==> src/rtl/card_seq_pkg.sv <==
package card_seq_pkg;

  localparam logic [3:0] CRC_POLY = 4'hC;
  localparam logic [3:0] CRC_INIT = 4'h5;

  typedef enum logic [1:0] {TX_IV, TX_ACK, TX_READ, TX_WRITE} txSel_t;
  typedef enum logic [1:0] {CNT_POWER, CNT_CRC, CNT_ACK} cntSel_t;

  typedef enum logic [4:0] {
    S_IDLE, S_POWER, S_KS_OFF, S_IV_TX, S_IV_WAIT, S_KS_LOAD, S_KS_ADV2,
    S_TYPE_RX, S_TYPE_WAIT, S_TYPE_CHK, S_ACK_ADV3, S_ACK_TX, S_ACK_WAIT,
    S_READY,
    S_RD_ADV2, S_RD_TX, S_RD_TXW, S_RD_ADV2B, S_RD_RX, S_RD_RXW,
    S_RD_CRCLD, S_RD_CRC, S_RD_CHK,
    S_WR_CRCLD, S_WR_CRC, S_WR_ADV2, S_WR_TX, S_WR_TXW, S_WR_ADV3, S_WR_ACKW
  } seqState_t;

  typedef struct packed {
    logic    cntLoad;
    cntSel_t cntSel;
    logic    cntDec;
    logic    crcLoad;
    logic    crcShift;
    logic    typeLatch;
    logic    rspLatch;
    logic    cmdLatch;
    logic    resOk;
    logic    resRead;
    logic    resFail;
    txSel_t  txSel;
  } seqStrobe_t;

  typedef struct packed {
    logic cntIsOne;
    logic typeKnown;
    logic crcMatch;
    logic writeAllowed;
  } seqStatus_t;

endpackage

==> src/rtl/card_seq_ctrl.sv <==
module card_seq_ctrl
  import card_seq_pkg::*;
(
  input  logic       clk,
  input  logic       rstN,
  input  logic       sessStart,
  input  logic       cmdStart,
  input  logic       cmdWrite,
  input  logic       txDone,
  input  logic       rxDone,
  input  logic       rawBitValid,
  input  logic       rawBit,
  input  seqStatus_t sts,
  output seqStrobe_t stb,
  output logic       txStart,
  output logic       rxStart,
  output logic [3:0] rxLen,
  output logic       ksInit,
  output logic       ksLoad,
  output logic       ksAdv,
  output logic [1:0] ksStep,
  output logic       sessUp,
  output logic       carrierOn
);

  seqState_t state, nextState;

  always_ff @(posedge clk or negedge rstN) begin
    if (!rstN) state <= S_IDLE;
    else       state <= nextState;
  end

  assign sessUp    = (state == S_READY);
  assign carrierOn = (state != S_IDLE);

  always_comb begin
    nextState = state;
    stb       = '0;
    stb.txSel = TX_IV;
    txStart   = 1'b0;
    rxStart   = 1'b0;
    rxLen     = 4'd6;
    ksInit    = 1'b0;
    ksLoad    = 1'b0;
    ksAdv     = 1'b0;
    ksStep    = 2'd0;
    unique case (state)
      S_IDLE: if (sessStart) begin
        stb.cntLoad = 1'b1; stb.cntSel = CNT_POWER; nextState = S_POWER;
      end
      S_POWER: begin
        if (sts.cntIsOne) nextState = S_KS_OFF;
        else stb.cntDec = 1'b1;
      end
      S_KS_OFF:  begin ksInit = 1'b1; nextState = S_IV_TX; end
      S_IV_TX:   begin txStart = 1'b1; nextState = S_IV_WAIT; end
      S_IV_WAIT: if (txDone) nextState = S_KS_LOAD;
      S_KS_LOAD: begin ksLoad = 1'b1; nextState = S_KS_ADV2; end
      S_KS_ADV2: begin ksAdv = 1'b1; ksStep = 2'd2; nextState = S_TYPE_RX; end
      S_TYPE_RX: begin rxStart = 1'b1; nextState = S_TYPE_WAIT; end
      S_TYPE_WAIT: if (rxDone) begin stb.typeLatch = 1'b1; nextState = S_TYPE_CHK; end
      S_TYPE_CHK: begin
        if (sts.typeKnown) nextState = S_ACK_ADV3;
        else begin stb.resFail = 1'b1; nextState = S_IDLE; end
      end
      S_ACK_ADV3: begin ksAdv = 1'b1; ksStep = 2'd3; nextState = S_ACK_TX; end
      S_ACK_TX: begin txStart = 1'b1; stb.txSel = TX_ACK; nextState = S_ACK_WAIT; end
      S_ACK_WAIT: begin
        stb.txSel = TX_ACK;
        if (txDone) begin stb.resOk = 1'b1; nextState = S_READY; end
      end
      S_READY: begin
        if (sessStart) begin
          stb.cntLoad = 1'b1; stb.cntSel = CNT_POWER; nextState = S_POWER;
        end else if (cmdStart) begin
          stb.cmdLatch = 1'b1;
          if (!cmdWrite)             nextState = S_RD_ADV2;
          else if (sts.writeAllowed) nextState = S_WR_CRCLD;
          else                       stb.resFail = 1'b1;
        end
      end
      S_RD_ADV2:  begin ksAdv = 1'b1; ksStep = 2'd2; nextState = S_RD_TX; end
      S_RD_TX:    begin txStart = 1'b1; stb.txSel = TX_READ; nextState = S_RD_TXW; end
      S_RD_TXW:   begin stb.txSel = TX_READ; if (txDone) nextState = S_RD_ADV2B; end
      S_RD_ADV2B: begin ksAdv = 1'b1; ksStep = 2'd2; nextState = S_RD_RX; end
      S_RD_RX:    begin rxStart = 1'b1; rxLen = 4'd12; nextState = S_RD_RXW; end
      S_RD_RXW: begin
        rxLen = 4'd12;
        if (rxDone) begin stb.rspLatch = 1'b1; nextState = S_RD_CRCLD; end
      end
      S_RD_CRCLD: begin
        stb.crcLoad = 1'b1; stb.cntLoad = 1'b1; stb.cntSel = CNT_CRC; nextState = S_RD_CRC;
      end
      S_RD_CRC: begin
        stb.crcShift = 1'b1;
        if (sts.cntIsOne) nextState = S_RD_CHK;
        else stb.cntDec = 1'b1;
      end
      S_RD_CHK: begin
        nextState = S_READY;
        if (sts.crcMatch) begin ksAdv = 1'b1; ksStep = 2'd1; stb.resRead = 1'b1; end
        else stb.resFail = 1'b1;
      end
      S_WR_CRCLD: begin
        stb.crcLoad = 1'b1; stb.cntLoad = 1'b1; stb.cntSel = CNT_CRC; nextState = S_WR_CRC;
      end
      S_WR_CRC: begin
        stb.crcShift = 1'b1;
        if (sts.cntIsOne) nextState = S_WR_ADV2;
        else stb.cntDec = 1'b1;
      end
      S_WR_ADV2: begin ksAdv = 1'b1; ksStep = 2'd2; nextState = S_WR_TX; end
      S_WR_TX:   begin txStart = 1'b1; stb.txSel = TX_WRITE; nextState = S_WR_TXW; end
      S_WR_TXW:  begin stb.txSel = TX_WRITE; if (txDone) nextState = S_WR_ADV3; end
      S_WR_ADV3: begin
        ksAdv = 1'b1; ksStep = 2'd3;
        stb.cntLoad = 1'b1; stb.cntSel = CNT_ACK; nextState = S_WR_ACKW;
      end
      S_WR_ACKW: if (rawBitValid) begin
        if (rawBit) begin stb.resOk = 1'b1; nextState = S_READY; end
        else if (sts.cntIsOne) begin stb.resFail = 1'b1; nextState = S_READY; end
        else stb.cntDec = 1'b1;
      end
      default: nextState = S_IDLE;
    endcase
  end

endmodule

==> src/rtl/card_seq_dp.sv <==
module card_seq_dp
  import card_seq_pkg::*;
#(
  parameter int         ADDR_W       = 10,
  parameter int         POWER_CYCLES = 5000,
  parameter int         ACK_WINDOW   = 60,
  parameter int         WRITE_FLOOR  = 4,
  parameter logic [6:0] SESSION_IV   = 7'h55
) (
  input  logic                clk,
  input  logic                rstN,
  input  seqStrobe_t          stb,
  output seqStatus_t          sts,
  input  logic                cmdWrite,
  input  logic [ADDR_W-1:0]   cmdAddr,
  input  logic [7:0]          cmdData,
  input  logic [11:0]         rxData,
  output logic                resValid,
  output logic                resErr,
  output logic [7:0]          resData,
  output logic [5:0]          cardType,
  output logic [ADDR_W+12:0]  txFrame,
  output logic [4:0]          txLen
);

  localparam int FRAME_W = ADDR_W + 13;
  localparam int CRC_W   = ADDR_W + 9;
  localparam int MAXC_A  = (POWER_CYCLES > ACK_WINDOW) ? POWER_CYCLES : ACK_WINDOW;
  localparam int MAXC    = (MAXC_A > CRC_W) ? MAXC_A : CRC_W;
  localparam int CNT_W   = $clog2(MAXC + 1);

  logic [5:0]        typeQ;
  logic [4:0]        addrSz, cmdLen;
  logic [5:0]        ackCode;
  logic [ADDR_W-1:0] addrMask, addrQ;
  logic [7:0]        dataQ, crcByte;
  logic              writeQ;
  logic [11:0]       rspQ;
  logic [ADDR_W:0]   cmdField;
  logic [CRC_W-1:0]  crcStream, shQ;
  logic [3:0]        crcQ;
  logic [CNT_W-1:0]  cntQ, cntInit;

  // type code decode
  always_comb begin
    sts.typeKnown = 1'b1;
    addrSz  = 5'd0;
    ackCode = 6'h00;
    unique case (typeQ)
      6'h0D:   begin addrSz = 5'd5;  ackCode = 6'h19; end
      6'h1D:   begin addrSz = 5'd8;  ackCode = 6'h39; end
      6'h3D:   begin addrSz = 5'd10; ackCode = 6'h39; end
      default: sts.typeKnown = 1'b0;
    endcase
  end

  assign cmdLen   = addrSz + 5'd1;
  assign addrMask = ADDR_W'((FRAME_W'(1) << addrSz) - FRAME_W'(1));
  assign sts.writeAllowed = ((cmdAddr & addrMask) > ADDR_W'(WRITE_FLOOR));
  assign cmdField  = {addrQ & addrMask, ~writeQ};
  assign crcByte   = writeQ ? dataQ : rspQ[7:0];
  assign crcStream = CRC_W'(cmdField) | (CRC_W'(crcByte) << cmdLen);
  assign sts.crcMatch = (crcQ == rspQ[11:8]);
  assign sts.cntIsOne = (cntQ == CNT_W'(1));
  assign cardType = typeQ;

  always_comb begin
    unique case (stb.cntSel)
      CNT_POWER: cntInit = CNT_W'(POWER_CYCLES);
      CNT_CRC:   cntInit = CNT_W'(cmdLen) + CNT_W'(8);
      default:   cntInit = CNT_W'(ACK_WINDOW);
    endcase
  end

  always_ff @(posedge clk or negedge rstN) begin
    if (!rstN) begin
      typeQ <= '0; addrQ <= '0; dataQ <= '0; writeQ <= 1'b0;
      rspQ <= '0; cntQ <= '0; crcQ <= CRC_INIT; shQ <= '0;
    end else begin
      if (stb.typeLatch) typeQ <= rxData[5:0];
      if (stb.rspLatch)  rspQ  <= rxData;
      if (stb.cmdLatch) begin
        addrQ <= cmdAddr; dataQ <= cmdData; writeQ <= cmdWrite;
      end
      if (stb.cntLoad)     cntQ <= cntInit;
      else if (stb.cntDec) cntQ <= cntQ - CNT_W'(1);
      // serial checksum, LSB first
      if (stb.crcLoad) begin
        crcQ <= CRC_INIT;
        shQ  <= crcStream;
      end else if (stb.crcShift) begin
        crcQ <= {1'b0, crcQ[3:1]} ^ ((crcQ[0] ^ shQ[0]) ? CRC_POLY : 4'h0);
        shQ  <= shQ >> 1;
      end
    end
  end

  // frame assembly
  always_comb begin
    unique case (stb.txSel)
      TX_IV:    begin txFrame = FRAME_W'(SESSION_IV); txLen = 5'd7; end
      TX_ACK:   begin txFrame = FRAME_W'(ackCode);    txLen = 5'd6; end
      TX_READ:  begin txFrame = FRAME_W'(cmdField);   txLen = cmdLen; end
      default: begin
        txFrame = FRAME_W'(cmdField) | (FRAME_W'(dataQ) << cmdLen)
                | (FRAME_W'(crcQ) << (cmdLen + 5'd8));
        txLen   = cmdLen + 5'd12;
      end
    endcase
  end

  always_ff @(posedge clk or negedge rstN) begin
    if (!rstN) begin
      resValid <= 1'b0; resErr <= 1'b0; resData <= 8'h00;
    end else begin
      resValid <= stb.resOk | stb.resRead | stb.resFail;
      if (stb.resFail)      begin resErr <= 1'b1; resData <= 8'h00; end
      else if (stb.resRead) begin resErr <= 1'b0; resData <= rspQ[7:0]; end
      else if (stb.resOk)   begin resErr <= 1'b0; resData <= 8'h00; end
    end
  end

endmodule

==> src/rtl/card_session_seq.sv <==
module card_session_seq
  import card_seq_pkg::*;
#(
  parameter int         ADDR_W       = 10,
  parameter int         POWER_CYCLES = 5000,
  parameter int         ACK_WINDOW   = 60,
  parameter int         WRITE_FLOOR  = 4,
  parameter logic [6:0] SESSION_IV   = 7'h55
) (
  input  logic               clk,
  input  logic               rstN,
  input  logic               sessStart,
  input  logic               cmdStart,
  input  logic               cmdWrite,
  input  logic [ADDR_W-1:0]  cmdAddr,
  input  logic [7:0]         cmdData,
  output logic               resValid,
  output logic               resErr,
  output logic [7:0]         resData,
  output logic               sessUp,
  output logic [5:0]         cardType,
  output logic               carrierOn,
  output logic               txStart,
  output logic [ADDR_W+12:0] txFrame,
  output logic [4:0]         txLen,
  input  logic               txDone,
  output logic               rxStart,
  output logic [3:0]         rxLen,
  input  logic               rxDone,
  input  logic [11:0]        rxData,
  input  logic               rawBitValid,
  input  logic               rawBit,
  output logic               ksInit,
  output logic               ksLoad,
  output logic [6:0]         ksIv,
  output logic               ksAdv,
  output logic [1:0]         ksStep
);

  seqStrobe_t stb;
  seqStatus_t sts;

  assign ksIv = SESSION_IV;

  card_seq_ctrl u_ctrl (
    .clk(clk), .rstN(rstN), .sessStart(sessStart), .cmdStart(cmdStart),
    .cmdWrite(cmdWrite), .txDone(txDone), .rxDone(rxDone),
    .rawBitValid(rawBitValid), .rawBit(rawBit), .sts(sts), .stb(stb),
    .txStart(txStart), .rxStart(rxStart), .rxLen(rxLen), .ksInit(ksInit),
    .ksLoad(ksLoad), .ksAdv(ksAdv), .ksStep(ksStep), .sessUp(sessUp),
    .carrierOn(carrierOn)
  );

  card_seq_dp #(
    .ADDR_W(ADDR_W), .POWER_CYCLES(POWER_CYCLES), .ACK_WINDOW(ACK_WINDOW),
    .WRITE_FLOOR(WRITE_FLOOR), .SESSION_IV(SESSION_IV)
  ) u_dp (
    .clk(clk), .rstN(rstN), .stb(stb), .sts(sts), .cmdWrite(cmdWrite),
    .cmdAddr(cmdAddr), .cmdData(cmdData), .rxData(rxData),
    .resValid(resValid), .resErr(resErr), .resData(resData),
    .cardType(cardType), .txFrame(txFrame), .txLen(txLen)
  );

endmodule

==> config.mk <==
export PLATFORM = sky130hd
export DESIGN_NAME = card_session_seq
export DESIGN_NICKNAME = d
export VERILOG_FILES = /design/src/rtl/card_seq_pkg.sv /design/src/rtl/card_seq_ctrl.sv /design/src/rtl/card_seq_dp.sv /design/src/rtl/card_session_seq.sv
export SDC_FILE = /design/constraint.sdc
export NUM_CORES = 1
export LEC_CHECK = 0
export BUFFER_PORTS_ARGS = -buffer_cell sky130_fd_sc_hd__buf_2
export CORE_MARGIN = 2
export CORE_UTILIZATION = 35
export DETAILED_ROUTE_END_ITERATION = 10
export PLACE_DENSITY = 0.55
export SYNTH_ARGS = -nofsm -noshare
export SYNTH_HDL_FRONTEND = slang
export SYNTH_SLANG_ARGS = --single-unit
==> constraint.sdc <==
create_clock -name clk -period 4.1 [get_ports clk]
set_input_delay 0.205 -clock clk [delete_from_list [all_inputs] [get_ports clk]]
set_output_delay 0.205 -clock clk [all_outputs]
set_load 0.02 [all_outputs]
==> impl_results.html, run 1 <==
<table>
<tr><th>Metric</th><th>Value</th></tr>
<tr><th colspan="2">Setup path</th></tr>
<tr><td>Startpoint of the worst-slack reg-to-reg timing path</td><td>u_dp.cardType[5]</td></tr>
<tr><td>Max Fanout on Critical Path</td><td>11</td></tr>
<tr><td>Required time of the critical path</td><td>~4000 ps</td></tr>
<tr><td>CP most frequent cell</td><td>sky130_fd_sc_hd__o21ai_1</td></tr>
<tr><td>Ordered cell list for the critical path</td><td>or2_4, nor2_8, inv_4, ha_1, buf_4, or2b_1, o21ai_1, ha_2, or4b_2, nor3_2, o31ai_2, a21o_1, o21ai_1, buf_2</td></tr>
<tr><td>Count of buffering cells on the critical path with inverters included</td><td>3</td></tr>
<tr><td>Worst R2R Setup Slack</td><td>between 400 and 500 ps</td></tr>
<tr><td>Capture point of the worst reg-to-reg path</td><td>u_ctrl.state[0]</td></tr>
<tr><td>Worst-case reg-to-reg path depth</td><td>14</td></tr>
<tr><td>Nature of the critical path endpoint</td><td>primary output</td></tr>
<tr><td>Stage delay of the slowest cell on the critical path</td><td>610 ps</td></tr>
<tr><td>CP startpoint</td><td>u_dp.cardType[5]</td></tr>
<tr><td>Arrival time of data at the critical path endpoint</td><td>between 3000 and 4000 ps</td></tr>
<tr><td>Slowest CP cell</td><td>sky130_fd_sc_hd__or4b_2</td></tr>
<tr><td>Worst Setup Path Type</td><td>register to primary output</td></tr>
<tr><td>Kind of launch point of the worst setup path</td><td>register</td></tr>
<tr><td>Largest delay contributor family on the critical path</td><td>simple AND/OR/NAND/NOR gates</td></tr>
<tr><th colspan="2">Power and ir drop</th></tr>
<tr><td>Pwr Total</td><td>between 5000 and 6000 uW</td></tr>
<tr><td>Power per cell area</td><td>about 650 nW/um^2</td></tr>
<tr><td>Worst-case vdd ir drop</td><td>between 0.3 and 0.4 mV</td></tr>
<tr><td>Leakage</td><td>between 0.003 and 0.004 uW</td></tr>
<tr><th colspan="2">Timing</th></tr>
<tr><td>Highest achievable clock rate</td><td>256 MHz</td></tr>
<tr><td>Final worst-path cycle share</td><td>between 90% and 100%</td></tr>
<tr><td>Fin Clk Skew</td><td>~16 ps</td></tr>
<tr><td>Worst slew slack as a fraction of its limit</td><td>39.8%</td></tr>
<tr><td>Slew at the pin closest to its max-slew limit</td><td>around 900 ps</td></tr>
<tr><td>Slew Limit Fails</td><td>0</td></tr>
<tr><td>Time the worst path needs with I/O delays and setup</td><td>a little under 4000 ps</td></tr>
<tr><td>Number of hold violations in the final report</td><td>0</td></tr>
<tr><td>Accumulated negative setup slack</td><td>0 ps</td></tr>
<tr><td>Total setup violations reported at the end of the flow</td><td>0</td></tr>
<tr><td>Hold slack final</td><td>73.7 ps</td></tr>
<tr><td>RSZ-0062 raised after global routing</td><td>false</td></tr>
<tr><th colspan="2">GRT</th></tr>
<tr><td>Number of antenna violations at the first check in global routing</td><td>0</td></tr>
<tr><td>Global-route wire length before repair</td><td>between 30,000 and 40,000 um</td></tr>
<tr><td>Maximum number of pins on one net before global-route repair</td><td>46</td></tr>
<tr><td>Global routing usage summed across all routing layers</td><td>about a quarter</td></tr>
<tr><td>Number of global-route vias before repair</td><td>6,842</td></tr>
<tr><td>Grt total ovfl</td><td>0</td></tr>
<tr><th colspan="2">Logic synthesis</th></tr>
<tr><td>Post-synth top flop</td><td>sky130_fd_sc_hd__dfrtp_1</td></tr>
<tr><td>Synthesized flop and latch total</td><td>88</td></tr>
<tr><td>EDFF count, synth</td><td>0</td></tr>
<tr><td>Synth cell types</td><td>86</td></tr>
<tr><td>Total standard cell area after synthesis</td><td>roughly 7000 um^2</td></tr>
<tr><td>Warnings, synthesis</td><td>0</td></tr>
<tr><td>Cell taking the most area after synthesis</td><td>sky130_fd_sc_hd__dfrtp_1</td></tr>
<tr><td>Post-Synthesis Cells</td><td>between 800 and 900</td></tr>
<tr><td>Fraction of registers with async set or reset after synthesis</td><td>100%</td></tr>
<tr><td>Post-synthesis area per instance</td><td>about 8.5 um^2</td></tr>
<tr><td>Area share of the largest cell type after synthesis</td><td>30.7%</td></tr>
<tr><td>Seq/Total Area, Yosys</td><td>31.5%</td></tr>
<tr><td>Most area-consuming cells after synthesis</td><td>sky130_fd_sc_hd__dfrtp_1 31%, sky130_fd_sc_hd__mux2_2 6.4%, sky130_fd_sc_hd__nand2_1 4.2%, sky130_fd_sc_hd__o21ai_0 3.4%, sky130_fd_sc_hd__a21oi_1 3.4%</td></tr>
<tr><th colspan="2">Worst hold path</th></tr>
<tr><td>Cell depth of the worst hold path</td><td>2</td></tr>
<tr><td>Source of the worst hold timing path</td><td>cmdData[0]</td></tr>
<tr><td>Worst min-delay path endpoint</td><td>u_dp.dataQ[0]</td></tr>
<tr><td>Path type of the worst min-delay path</td><td>primary input to register</td></tr>
<tr><th colspan="2">Final layout</th></tr>
<tr><td>Layout cell share with drive strength beyond 1</td><td>between 20% and 30%</td></tr>
<tr><td>Diode insertion count for antenna repair</td><td>0</td></tr>
<tr><td>Final Core Density</td><td>about two fifths</td></tr>
<tr><td>Number of fill cells</td><td>a little over 2,000</td></tr>
<tr><td>Fin nets</td><td>947</td></tr>
<tr><td>Register area</td><td>between 2000 and 2500 um^2</td></tr>
<tr><td>Layout area overhead</td><td>16.2%</td></tr>
<tr><td>Area used by multi-input combinational logic</td><td>4460 um^2</td></tr>
<tr><th colspan="2">Clock network</th></tr>
<tr><td>TritonCTS clock tree</td><td>done</td></tr>
<tr><td>Buffer cell driving the clock tree root</td><td>sky130_fd_sc_hd__clkbuf_16</td></tr>
<tr><td>Number of buffers on the longest clock path</td><td>2</td></tr>
<tr><td>Clock Sinks</td><td>around 90</td></tr>
<tr><td>Depth of the CTS H-tree</td><td>3</td></tr>
<tr><td>Clock-pin slew reported for the worst setup and hold paths after clock tree synthesis</td><td>roughly 70 ps</td></tr>
<tr><td>Number of buffers inserted during clock tree synthesis</td><td>9</td></tr>
<tr><td>Clock latency at the later pin of the worst-skew pair</td><td>approximately 360 ps</td></tr>
<tr><th colspan="2">Run</th></tr>
<tr><td>Maximum Capacitance Violations</td><td>0</td></tr>
<tr><th colspan="2">Route</th></tr>
<tr><td>1st-pass router iterations</td><td>6</td></tr>
<tr><td>Vias after detailed routing</td><td>approximately 7,300</td></tr>
<tr><td>WL per Instance</td><td>roughly 22 um</td></tr>
<tr><td>Total Wirelength</td><td>25,400 um</td></tr>
<tr><td>Post-route DRC violation count</td><td>0</td></tr>
<tr><td>Post-DRT Antenna Nets</td><td>0</td></tr>
<tr><td>Routed via count divided by cell count</td><td>between 6 and 7</td></tr>
<tr><td>Violation count after the first detailed-routing iteration</td><td>about 990</td></tr>
<tr><th colspan="2">Die</th></tr>
<tr><td>Die X-Extent</td><td>~150 um</td></tr>
<tr><td>Initial core utilization</td><td>35.8%</td></tr>
<tr><td>Area of the core</td><td>between 15,000 and 20,000 um^2</td></tr>
<tr><td>Die Area</td><td>roughly 21,000 um^2</td></tr>
<tr><td>Num ports</td><td>between 100 and 150</td></tr>
<tr><td>Die span in y</td><td>145 um</td></tr>
<tr><td>Cell Rows</td><td>between 50 and 60</td></tr>
<tr><th colspan="2">Place</th></tr>
<tr><td>HPWL reported at the end of detailed placement</td><td>roughly 19,000 um</td></tr>
<tr><td>Weighted congestion at the end of routability-driven global placement</td><td>about 0.99</td></tr>
<tr><td>Number of buffers added on ports</td><td>93</td></tr>
<tr><th colspan="2">Run status</th></tr>
<tr><td>Run status</td><td>complete, no violations</td></tr>
</table>
==> per-stage QoR <==
step	setup WS, ps	instances	area, um^2
finish	193	1167	8130
CTS	50.2	1163	8060
floorplan	-105	829	7060
global placement	414	1146	7750
detailed placement	342	1146	7750
global route	34.9	1167	8130
==> worst register-to-register path, delay by kind of cell, from the launching register on <==
family	cells	cell delay [ps]
mux	1	320
buf+inv	2	230
compound gates	3	510
fa+ha+maj	2	440
flops	1	430
simple gates	6	1630
==> worst max path at each step <==
stage | to | cells after the start
floorplan | txFrame[18] | 17
global placement | txFrame[8] | 15
detailed placement | txFrame[8] | 15
CTS | txFrame[8] | 15
global route | txFrame[7] | 14
finish | txFrame[7] | 14
==> layout by cell type (no fill, tap or decap), drive strengths merged, types with 10 or more instances in the layout <==
| cell | count |
|---|---|
| mux2 | 41 |
| nor2b | 12 |
| clkbuf | 10 |
| nor3 | 22 |
| a31oi | 20 |
| o211ai | 10 |
| nand3 | 34 |
| inv | 23 |
| o22ai | 14 |
| dfrtp | 86 |
| nand4 | 14 |
| mux2i | 18 |
| o21ai | 53 |
| nand2 | 79 |
| nor2 | 62 |
| o31ai | 14 |
| a22oi | 18 |
| ha | 11 |
| a21oi | 47 |
| buf | 128 |
==> layout make-up <==
class	count	area share, %
clock inverters	6	0.846
inverters	25	1.26
multi-input cells	644	54.8
repair buffers	129	9.11
flip-flops and latches	88	27.1
well taps	265	4.08
clock buffers	10	2.81
==> timing repair <==
item / in CTS / in global routing
gates resized for setup: 1 / 12
buffers inserted: 0 / 4
pin swaps: 1 / 1
hold buffers: 1 / 0
endpoints found under the hold margin: 42 / 0
setup endpoints to repair: 1 / 11
==> cell usage after synthesis (all sizes together) (20+ instances only) <==
| cell type | count |
|---|---|
| nor2 | 62 |
| nand2 | 79 |
| a21oi | 47 |
| clkbuf | 38 |
| dfrtp | 86 |
| inv | 21 |
| a31oi | 20 |
| buf | 34 |
| o21ai | 53 |
| nand3 | 34 |
| mux2 | 41 |
| nor3 | 22 |
==> power breakdown <==
group / total (uW) / internal, uW / leakage [uW] / switching (uW)
combinational: 2700 / 1090 / 0.00216 / 1610
sequential: 1780 / 1260 / 0.00111 / 517
clock: 847 / 475 / 0.000131 / 372
total: 5320 / 2820 / 0.00341 / 2500
==> sequential cells by signal, indices dropped and copies added, names as in the netlist <==
register and cells:
u_ctrl.state 5, u_dp.addrQ 10, u_dp.cardType 6, u_dp.cntQ 13
u_dp.crcQ 4, u_dp.dataQ 8, u_dp.resData 8, u_dp.resErr 1
u_dp.resValid 1, u_dp.rspQ 12, u_dp.shQ 19, u_dp.writeQ 1
==> routing by layer <==
metal,vias to the layer above,GRT usage (%),wire length (um)
met2,455,35.3,11200
met3,84,5.08,2370
li1,3246,-,-
met5,-,0,0
met1,3528,32.8,10800
met4,0,10.2,1080
==> logic make-up after synthesis <==
logic type,after synthesis,share of synthesized area [%]
AO/OA/AOI/OAI,252,24.4
XOR/XNOR,15,1.88
adder cells (fa/ha/maj),11,1.97
buffers and inverters,97,6.24
flip-flops,88,31.5
multiplexers,68,12.3
other,2,0.107
AND/OR/NAND/NOR,289,21.6
Note: power is estimated with default switching activity, not from simulation.
==> inputs of run 2 (changes only) <==
==> constraint.sdc (replaced) <==
create_clock -name clk -period 4.1 [get_ports clk]
set_input_delay 0.82 -clock clk [delete_from_list [all_inputs] [get_ports clk]]
set_output_delay 0.82 -clock clk [all_outputs]
set_load 0.02 [all_outputs]
==> run 2 against run 1 <==
  * First-iteration DRC count down 8.8%
  * Global-route usage up 0.38 points
  * Flip-flop and latch count unchanged
  * Clock skew down 5.2 ps
  * Total power up 3.3%
  * Critical endpoint is now txFrame[8]
  * Largest power group unchanged
==> impl_results.html, run 2 (same netlist as run 1, synthesis figures left out) <==
<table>
<tr><th>Metric</th><th>Value</th></tr>
<tr><th colspan="2">Place</th></tr>
<tr><td>Cell count after placement</td><td>1,162 (+1.4%)</td></tr>
<tr><td>Worst-case setup slack after placement</td><td>221 ps (-121 ps)</td></tr>
<tr><td>Weighted congestion at the end of routability-driven global placement</td><td>0.974 (-1.2%)</td></tr>
<tr><td>Number of buffers added on ports</td><td>93 (unchanged)</td></tr>
<tr><td>HPWL reported at the end of detailed placement</td><td>19,400 um (+3.4%)</td></tr>
<tr><th colspan="2">Clock network</th></tr>
<tr><td>Clock latency at the later pin of the worst-skew pair</td><td>350 ps (about the same)</td></tr>
<tr><td>Buffer cell driving the clock tree root</td><td>sky130_fd_sc_hd__clkbuf_16</td></tr>
<tr><td>Depth of the CTS H-tree</td><td>3 (unchanged)</td></tr>
<tr><td>Clock-pin slew reported for the worst setup and hold paths after clock tree synthesis</td><td>70 ps (about the same)</td></tr>
<tr><td>Number of buffers inserted during clock tree synthesis</td><td>9 (unchanged)</td></tr>
<tr><td>TritonCTS clock tree</td><td>done</td></tr>
<tr><td>Clock Sinks</td><td>88 (unchanged)</td></tr>
<tr><td>Hold buffers post-CTS</td><td>0 (-1)</td></tr>
<tr><td>Number of buffers on the longest clock path</td><td>2 (unchanged)</td></tr>
<tr><th colspan="2">Setup path</th></tr>
<tr><td>Count of buffering cells on the critical path with inverters included</td><td>3 (unchanged)</td></tr>
<tr><td>Largest delay contributor family on the critical path</td><td>adder cells</td></tr>
<tr><td>Worst Setup Path Type</td><td>register to primary output</td></tr>
<tr><td>Stage delay of the slowest cell on the critical path</td><td>420 ps (-190 ps)</td></tr>
<tr><td>CP most frequent cell</td><td>sky130_fd_sc_hd__ha_4</td></tr>
<tr><td>Required time of the critical path</td><td>3280 ps (-610 ps)</td></tr>
<tr><td>CP startpoint</td><td>u_dp.cardType[1]</td></tr>
<tr><td>Nature of the critical path endpoint</td><td>primary output</td></tr>
<tr><td>Kind of launch point of the worst setup path</td><td>register</td></tr>
<tr><td>Max Fanout on Critical Path</td><td>6 (-5)</td></tr>
<tr><td>Slowest CP cell</td><td>sky130_fd_sc_hd__dfrtp_2</td></tr>
<tr><td>Ordered cell list for the critical path</td><td>nand4b_4, nor2_8, inv_4, ha_4, nor2b_4, nand2_4, ha_4, clkinv_8, ha_4, nor2_4, a22oi_1, o31ai_1, a31oi_1, a221oi_2, buf_4</td></tr>
<tr><td>Arrival time of data at the critical path endpoint</td><td>3250 ps (-450 ps)</td></tr>
<tr><td>Startpoint of the worst-slack reg-to-reg timing path</td><td>u_dp.cardType[1]</td></tr>
<tr><th colspan="2">Timing</th></tr>
<tr><td>RSZ-0062 raised after global routing</td><td>true</td></tr>
<tr><td>Worst slew slack as a fraction of its limit</td><td>43.6% (+3.8 points)</td></tr>
<tr><td>Total setup violations reported at the end of the flow</td><td>0 (unchanged)</td></tr>
<tr><td>Time the worst path needs with I/O delays and setup</td><td>4070 ps (+164 ps)</td></tr>
<tr><td>Number of hold violations in the final report</td><td>0 (unchanged)</td></tr>
<tr><td>Setup slack of the critical path after layout</td><td>29.0 ps (-164 ps)</td></tr>
<tr><td>Slew Limit Fails</td><td>0 (unchanged)</td></tr>
<tr><td>Highest achievable clock rate</td><td>246 MHz (-4.0%)</td></tr>
<tr><td>Slew at the pin closest to its max-slew limit</td><td>846 ps (-53.3 ps)</td></tr>
<tr><td>Final worst-path cycle share</td><td>99.3% (+4.0 points)</td></tr>
<tr><td>Fin Clk Skew</td><td>10.7 ps (-5.21 ps)</td></tr>
<tr><td>Hold slack final</td><td>491 ps (+418 ps)</td></tr>
<tr><th colspan="2">Worst hold path</th></tr>
<tr><td>Source of the worst hold timing path</td><td>u_dp.resErr</td></tr>
<tr><td>Path type of the worst min-delay path</td><td>register to register</td></tr>
<tr><th colspan="2">Die</th></tr>
<tr><td>Die span in y</td><td>145 um (unchanged)</td></tr>
<tr><td>Initial core utilization</td><td>35.8% (unchanged)</td></tr>
<tr><td>Area of the core</td><td>19,500 um^2 (unchanged)</td></tr>
<tr><td>Die X-Extent</td><td>145 um (unchanged)</td></tr>
<tr><td>Die Area</td><td>21,100 um^2 (unchanged)</td></tr>
<tr><td>Num ports</td><td>103 (unchanged)</td></tr>
<tr><td>Cell Rows</td><td>51 (unchanged)</td></tr>
<tr><th colspan="2">Final layout</th></tr>
<tr><td>Register with the highest flop count</td><td>u_dp.shQ</td></tr>
<tr><td>Top library cells by usage in the layout, fill and taps aside</td><td>87 x sky130_fd_sc_hd__buf_2, 80 x sky130_fd_sc_hd__dfrtp_1, 77 x sky130_fd_sc_hd__nand2_1</td></tr>
<tr><td>Flip-flop count of the largest register, all copies and words added</td><td>19 (unchanged)</td></tr>
<tr><td>Fin nets</td><td>973 (+2.7%)</td></tr>
<tr><td>Layout area overhead</td><td>22.1%</td></tr>
<tr><td>Diode insertion count for antenna repair</td><td>0 (unchanged)</td></tr>
<tr><td>Layout cell share with drive strength beyond 1</td><td>30.1% (+4.5 points)</td></tr>
<tr><td>Number of fill cells</td><td>1,989 (-1.8%)</td></tr>
<tr><td>Most common cell after layout, fill and taps aside</td><td>sky130_fd_sc_hd__buf_2</td></tr>
<tr><td>Regs by FF count</td><td>u_dp.shQ (19), u_dp.cntQ (13), u_dp.rspQ (12)</td></tr>
<tr><td>Final cell count without fillers</td><td>1,193 (+2.2%)</td></tr>
<tr><th colspan="2">Route</th></tr>
<tr><td>1st-pass router iterations</td><td>7 (+1)</td></tr>
<tr><td>Vias after detailed routing</td><td>7,229 (-1.1%)</td></tr>
<tr><td>Post-route DRC violation count</td><td>0 (unchanged)</td></tr>
<tr><td>WL per Instance</td><td>21.7 um (-0.51%)</td></tr>
<tr><td>Total Wirelength</td><td>25,900 um (+1.7%)</td></tr>
<tr><td>Routed via count divided by cell count</td><td>6.06 (-3.3%)</td></tr>
<tr><td>Violation count after the first detailed-routing iteration</td><td>905 (-8.8%)</td></tr>
<tr><td>Post-DRT Antenna Nets</td><td>0 (unchanged)</td></tr>
<tr><th colspan="2">Power and ir drop</th></tr>
<tr><td>Sw Ratio</td><td>45.8% (-1.1 points)</td></tr>
<tr><td>Register share of total power</td><td>32.3% (-1.1 points)</td></tr>
<tr><td>Worst-case vdd ir drop</td><td>0.342 mV (+2.1%)</td></tr>
<tr><td>Leakage</td><td>0.00361 uW (+5.9%)</td></tr>
<tr><td>Switching power</td><td>2520 uW (+0.82%)</td></tr>
<tr><td>Portion of total power attributed to combinational logic</td><td>51.1% (+0.4 points)</td></tr>
<tr><td>Internal Pwr Total</td><td>2980 uW (+5.4%)</td></tr>
<tr><td>Fraction of power consumed by the clock network</td><td>16.6% (+0.7 points)</td></tr>
<tr><td>Power per cell area</td><td>643 nW/um^2 (-1.7%)</td></tr>
<tr><th colspan="2">GRT</th></tr>
<tr><td>Global-route wire length before repair</td><td>40,000 um (+1.4%)</td></tr>
<tr><td>Maximum number of pins on one net before global-route repair</td><td>56 (+22%)</td></tr>
<tr><td>Grt total ovfl</td><td>0 (unchanged)</td></tr>
<tr><td>Global routing usage summed across all routing layers</td><td>23.9% (+0.38 points)</td></tr>
<tr><td>Number of antenna violations at the first check in global routing</td><td>0 (unchanged)</td></tr>
<tr><td>Number of global-route vias before repair</td><td>6,832 (-0.15%)</td></tr>
<tr><th colspan="2">Run status</th></tr>
<tr><td>Run status</td><td>complete, no violations</td></tr>
<tr><th colspan="2">Run</th></tr>
<tr><td>Maximum Capacitance Violations</td><td>0 (unchanged)</td></tr>
</table>
run 2: cell count changes in the layout (fill, tap and decap cells not counted), sizes merged:
cell | before | now
buf | 128 | 155
clkinv | 2 | 4
dlygate4sd3 | 1 | 0
inv | 23 | 22
clkbuf | 10 | 12
clkinvlp | 5 | 1
bufinv | 1 | 2
run 2: final timing paths:
| kind | end | slack (ps) | cells past startpoint |
|---|---|---|---|
| setup / recovery | txFrame[8] | 30 | 15 |
| hold / removal | u_dp.resErr | 490 | 2 |
| setup reg to reg | u_ctrl.state[0] | 600 | 12 |
| hold reg to reg | u_dp.resErr | 490 | 2 |
| max in group asynchronous | u_dp.crcQ[2] | 2680 | 2 |
| min in group asynchronous | u_dp.shQ[5] | 550 | 1 |
run 2: layer usage:
| layer | vias up | part of all wire, % | GRT usage (%) |
|---|---|---|---|
| met2 | 412 | 45 | 36.6 |
| li1 | 3295 | - | - |
| met3 | 67 | 9.8 | 6.05 |
| met4 | 0 | 4.1 | 9.56 |
| met1 | 3455 | 41 | 32.4 |
| met5 | - | 0 | 0 |
run 2: tightest hold or removal path: cells and delay by family, from the launching register on:
| kind | cells | cell delay [ps] |
|---|---|---|
| flip-flops | 1 | 340 |
| AND/OR/NAND/NOR | 2 | 120 |
run 2: cell type report:
| cell class | instances | area, um^2 | share of cell area (%) |
|---|---|---|---|
| multi-input combinational | 644 | 4590 | 53.7 |
| sequential | 88 | 2210 | 25.9 |
| timing repair buffer | 155 | 981 | 11.5 |
| tap | 265 | 332 | 3.88 |
| clock buffer | 12 | 246 | 2.88 |
| inverter | 25 | 110 | 1.29 |
| clock inverter | 4 | 76.3 | 0.893 |
run 2: repair_timing:
| item | in CTS | in global routing |
|---|---|---|
| pin swaps | 4 | 12 |
| gates resized for setup | 14 | 21 |
| setup buffers | 4 | 11 |
| setup endpoints to repair | 7 | 17 |
run 2: through the flow:
stage          util, %  instance area [um^2]  total power [uW]  TNS [ps]
5_1_grt           43.8                  8540              5830      -315
2_1_floorplan        -                  7180              3580      -381
4_1_cts           42.9                  8380              5420         0
3_3_place_gp      40.8                  7980              4490         0
3_5_place_dp      40.8                  7980              4490         0
6_report          43.8                  8540              5490         0
run 2: power by group through the flow:
stage / combinational (uW) / clock [uW] / sequential (uW)
floorplan: 1990 / 0 / 1590
global placement: 2730 / 0 / 1770
detailed placement: 2720 / 0 / 1770
CTS: 2730 / 928 / 1760
global route: 3030 / 972 / 1820
finish: 2810 / 911 / 1770
==> inputs of run 3 (changes only) <==
- CORE_MARGIN: 2 -> 10
- GPL_TIMING_DRIVEN: unset -> 0
- SETUP_SLACK_MARGIN: unset -> 0.15
==> run 3 against run 2 <==
  * The run now ends with negative setup slack left
  * Utilization grew 4.0 points
  * Critical path depth grew 4
  * Die area grew 23%
  * First-iteration DRC count grew 31%
  * Clock-buffer cell count is the same
  * Combinational power grew 12%
  * Total power grew 3.9%
  * Routed wire length grew 14%
  * Non-clock buffer count grew 60
  * Register-to-register slack lost 180 ps
  * Worst hold slack lost 100 ps
==> impl_results.html, run 3 (same netlist as run 1, synthesis figures left out) <==
<table>
<tr><th>Metric</th><th>Value</th></tr>
<tr><th colspan="2">Timing</th></tr>
<tr><td>Slew at the pin closest to its max-slew limit</td><td>939 ps (+92.9 ps)</td></tr>
<tr><td>Final worst-path cycle share</td><td>112% (+13 points)</td></tr>
<tr><td>Worst slew slack as a fraction of its limit</td><td>37.1% (-6.4 points)</td></tr>
<tr><td>Time the worst path needs with I/O delays and setup</td><td>4600 ps (+531 ps)</td></tr>
<tr><td>Accumulated negative setup slack</td><td>-5830 ps (-5830 ps)</td></tr>
<tr><td>Number of hold violations in the final report</td><td>0 (unchanged)</td></tr>
<tr><td>Slew Limit Fails</td><td>0 (unchanged)</td></tr>
<tr><td>Highest achievable clock rate</td><td>217 MHz (-12%)</td></tr>
<tr><td>Fin Clk Skew</td><td>8.96 ps (-1.71 ps)</td></tr>
<tr><td>Setup slack of the critical path after layout</td><td>-502 ps (-531 ps)</td></tr>
<tr><td>Total setup violations reported at the end of the flow</td><td>23 (+23)</td></tr>
<tr><td>RSZ-0062 raised after global routing</td><td>true</td></tr>
<tr><th colspan="2">Route</th></tr>
<tr><td>WL per Instance</td><td>23.6 um (+8.9%)</td></tr>
<tr><td>1st-pass router iterations</td><td>7 (unchanged)</td></tr>
<tr><td>Violation count after the first detailed-routing iteration</td><td>1,186 (+31%)</td></tr>
<tr><td>Routed via count divided by cell count</td><td>6.11 (+0.84%)</td></tr>
<tr><td>Vias after detailed routing</td><td>7,656 (+5.9%)</td></tr>
<tr><td>Post-route DRC violation count</td><td>0 (unchanged)</td></tr>
<tr><td>Post-DRT Antenna Nets</td><td>0 (unchanged)</td></tr>
<tr><td>Total Wirelength</td><td>29,600 um (+14%)</td></tr>
<tr><th colspan="2">Clock network</th></tr>
<tr><td>Buffer cell driving the clock tree root</td><td>sky130_fd_sc_hd__clkbuf_16</td></tr>
<tr><td>Number of buffers inserted during clock tree synthesis</td><td>9 (unchanged)</td></tr>
<tr><td>Clock-pin slew reported for the worst setup and hold paths after clock tree synthesis</td><td>70 ps (about the same)</td></tr>
<tr><td>Number of buffers on the longest clock path</td><td>2 (unchanged)</td></tr>
<tr><td>Depth of the CTS H-tree</td><td>3 (unchanged)</td></tr>
<tr><td>Hold buffers post-CTS</td><td>0 (unchanged)</td></tr>
<tr><td>Clock latency at the later pin of the worst-skew pair</td><td>350 ps (about the same)</td></tr>
<tr><td>TritonCTS clock tree</td><td>done</td></tr>
<tr><td>Clock Sinks</td><td>88 (unchanged)</td></tr>
<tr><th colspan="2">Setup path</th></tr>
<tr><td>Max Fanout on Critical Path</td><td>4 (-2)</td></tr>
<tr><td>Required time of the critical path</td><td>3280 ps (about the same)</td></tr>
<tr><td>Worst-case reg-to-reg path depth</td><td>17 (+5)</td></tr>
<tr><td>Capture point of the worst reg-to-reg path</td><td>u_ctrl.state[2]</td></tr>
<tr><td>Startpoint of the worst-slack reg-to-reg timing path</td><td>u_dp.cardType[5]</td></tr>
<tr><td>Worst Setup Path Type</td><td>register to primary output</td></tr>
<tr><td>Kind of launch point of the worst setup path</td><td>register</td></tr>
<tr><td>Nature of the critical path endpoint</td><td>primary output</td></tr>
<tr><td>Arrival time of data at the critical path endpoint</td><td>3780 ps (+530 ps)</td></tr>
<tr><td>Worst R2R Setup Slack</td><td>420 ps (-180 ps)</td></tr>
<tr><th colspan="2">Power and ir drop</th></tr>
<tr><td>Pwr Total</td><td>5710 uW (+3.9%)</td></tr>
<tr><td>Leakage</td><td>0.00390 uW (+8.2%)</td></tr>
<tr><td>Power per cell area</td><td>610 nW/um^2 (-5.1%)</td></tr>
<tr><td>Worst-case vdd ir drop</td><td>0.324 mV (-5.4%)</td></tr>
<tr><th colspan="2">Place</th></tr>
<tr><td>Number of buffers added on ports</td><td>93 (unchanged)</td></tr>
<tr><td>Cell area reported after detailed placement</td><td>8050 um^2 (+0.94%)</td></tr>
<tr><td>Cell count after placement</td><td>1,188 (+2.2%)</td></tr>
<tr><td>HPWL reported at the end of detailed placement</td><td>21,900 um (+13%)</td></tr>
<tr><td>Weighted congestion at the end of routability-driven global placement</td><td>1.01 (+3.3%)</td></tr>
<tr><th colspan="2">Final layout</th></tr>
<tr><td>Final Core Density</td><td>47.7% (+4.0 points)</td></tr>
<tr><td>Top library cells by usage in the layout, fill and taps aside</td><td>82 x sky130_fd_sc_hd__buf_2, 80 x sky130_fd_sc_hd__dfrtp_1, 75 x sky130_fd_sc_hd__nand2_1</td></tr>
<tr><td>Final non-filler cell area</td><td>9350 um^2 (+9.4%)</td></tr>
<tr><td>Layout cell share with drive strength beyond 1</td><td>34.8% (+4.8 points)</td></tr>
<tr><td>Most common cell after layout, fill and taps aside</td><td>sky130_fd_sc_hd__buf_2</td></tr>
<tr><td>Layout area overhead</td><td>33.6%</td></tr>
<tr><td>Regs by FF count</td><td>u_dp.shQ (19), u_dp.cntQ (13), u_dp.rspQ (12)</td></tr>
<tr><td>Final cell count without fillers</td><td>1,253 (+5.0%)</td></tr>
<tr><td>Diode insertion count for antenna repair</td><td>0 (unchanged)</td></tr>
<tr><td>Register with the highest flop count</td><td>u_dp.shQ</td></tr>
<tr><td>Number of fill cells</td><td>1,940 (-2.5%)</td></tr>
<tr><td>Fin nets</td><td>1,033 (+6.2%)</td></tr>
<tr><td>Flip-flop count of the largest register, all copies and words added</td><td>19 (unchanged)</td></tr>
<tr><th colspan="2">Run</th></tr>
<tr><td>Maximum Capacitance Violations</td><td>0 (unchanged)</td></tr>
<tr><th colspan="2">GRT</th></tr>
<tr><td>Global-route wire length before repair</td><td>45,000 um (+12%)</td></tr>
<tr><td>Grt total ovfl</td><td>0 (unchanged)</td></tr>
<tr><td>Number of global-route vias before repair</td><td>7,253 (+6.2%)</td></tr>
<tr><td>Number of antenna violations at the first check in global routing</td><td>0 (unchanged)</td></tr>
<tr><td>Global routing usage summed across all routing layers</td><td>22.0% (-1.9 points)</td></tr>
<tr><td>Maximum number of pins on one net before global-route repair</td><td>64 (+14%)</td></tr>
<tr><th colspan="2">Die</th></tr>
<tr><td>Die X-Extent</td><td>161 um (+11%)</td></tr>
<tr><td>Area of the core</td><td>19,600 um^2 (+0.33%)</td></tr>
<tr><td>Num ports</td><td>103 (unchanged)</td></tr>
<tr><td>Initial core utilization</td><td>35.7% (-0.12 points)</td></tr>
<tr><td>Die Area</td><td>26,100 um^2 (+23%)</td></tr>
<tr><td>Cell Rows</td><td>51 (unchanged)</td></tr>
<tr><td>Die span in y</td><td>161 um (+11%)</td></tr>
<tr><th colspan="2">Worst hold path</th></tr>
<tr><td>Path type of the worst min-delay path</td><td>primary input to asynchronous set/reset pin</td></tr>
<tr><th colspan="2">Run status</th></tr>
<tr><td>Violated checks</td><td>negative setup slack</td></tr>
<tr><td>Run status</td><td>finished, violations left</td></tr>
</table>
[run 3: cell types whose count changed in the layout (fill, tap and decap cells not counted), moves of 4 or more]
cell,delta
sky130_fd_sc_hd__nor2_1,-4
sky130_fd_sc_hd__a22oi_1,-10
sky130_fd_sc_hd__a21oi_4,+4
sky130_fd_sc_hd__clkbuf_2,+5
sky130_fd_sc_hd__buf_6,+20
sky130_fd_sc_hd__clkbuf_1,+27
sky130_fd_sc_hd__buf_1,+5
sky130_fd_sc_hd__a21oi_1,-4
sky130_fd_sc_hd__a22oi_2,+10
sky130_fd_sc_hd__buf_2,-5
[run 3: final cells by class]
type                            instances  area, um^2  area share (%)
Buffer                                 72         484            5.18
Clock buffer                           12         246            2.64
Clock inverter                          4        77.6           0.830
Inverter                               25         121            1.30
Multi-Input combinational cell        644        4880            52.2
Sequential cell                        88        2210            23.7
Tap cell                              265         332            3.55
Timing Repair Buffer                  143         997            10.7
[run 3: power by group]
group          switching (uW)  internal (uW)
registers                 374           1260
clock network             352            553
logic                    1940           1220
total                    2670           3040
[run 3: per-stage QoR]
stage	setup WS [ps]	hold slack (ps)
global route	-610	409
global placement	-1290	484
CTS	-421	398
finish	-502	389
detailed placement	-1240	482
floorplan	-176	463
[run 3: worst max-delay path by stage]
| stage | startpoint | end | slack [ps] | cells after the start |
|---|---|---|---|---|
| floorplan | u_dp.cardType[4] | txFrame[8] | -180 | 18 |
| global placement | u_dp.cardType[4] | txFrame[7] | -1290 | 17 |
| detailed placement | u_dp.cardType[4] | txFrame[7] | -1240 | 17 |
| CTS | u_dp.cardType[1] | txFrame[7] | -420 | 17 |
| global route | u_dp.cardType[5] | txFrame[8] | -610 | 18 |
| finish | u_dp.cardType[5] | txFrame[8] | -500 | 19 |
[run 3: per-layer routing]
metal	wire length (um)	track usage, %
met4	1420	9.80
met1	12500	29.4
met2	12700	32.7
met5	0	0
met3	2880	5.39
[run 3: what timing repair did]
item / 4_1_cts / 5_1_grt
gates cloned: 0 / 0
resized for setup: 111 / 36
setup endpoints to repair: 43 / 39
pin swaps: 35 / 16
hold endpoints to repair: 0 / 0
buffers inserted: 29 / 20
[run 3: worst max-delay path, stage by stage, from the launching register on]
cell                        delay [ps]
sky130_fd_sc_hd__dfrtp_2           400
sky130_fd_sc_hd__or2_1             230
sky130_fd_sc_hd__buf_6             130
sky130_fd_sc_hd__nor2_8            130
sky130_fd_sc_hd__inv_6              40
sky130_fd_sc_hd__buf_8             110
sky130_fd_sc_hd__buf_12            120
sky130_fd_sc_hd__ha_4              160
sky130_fd_sc_hd__nor2b_4           140
sky130_fd_sc_hd__nand2_4            80
sky130_fd_sc_hd__ha_4              320
sky130_fd_sc_hd__clkinv_8           70
sky130_fd_sc_hd__ha_4              240
sky130_fd_sc_hd__clkbuf_16         150
sky130_fd_sc_hd__nor2_4            170
sky130_fd_sc_hd__a22oi_1            90
sky130_fd_sc_hd__o31ai_1           220
sky130_fd_sc_hd__a31oi_1            80
sky130_fd_sc_hd__a221oi_2          320
sky130_fd_sc_hd__buf_4             210
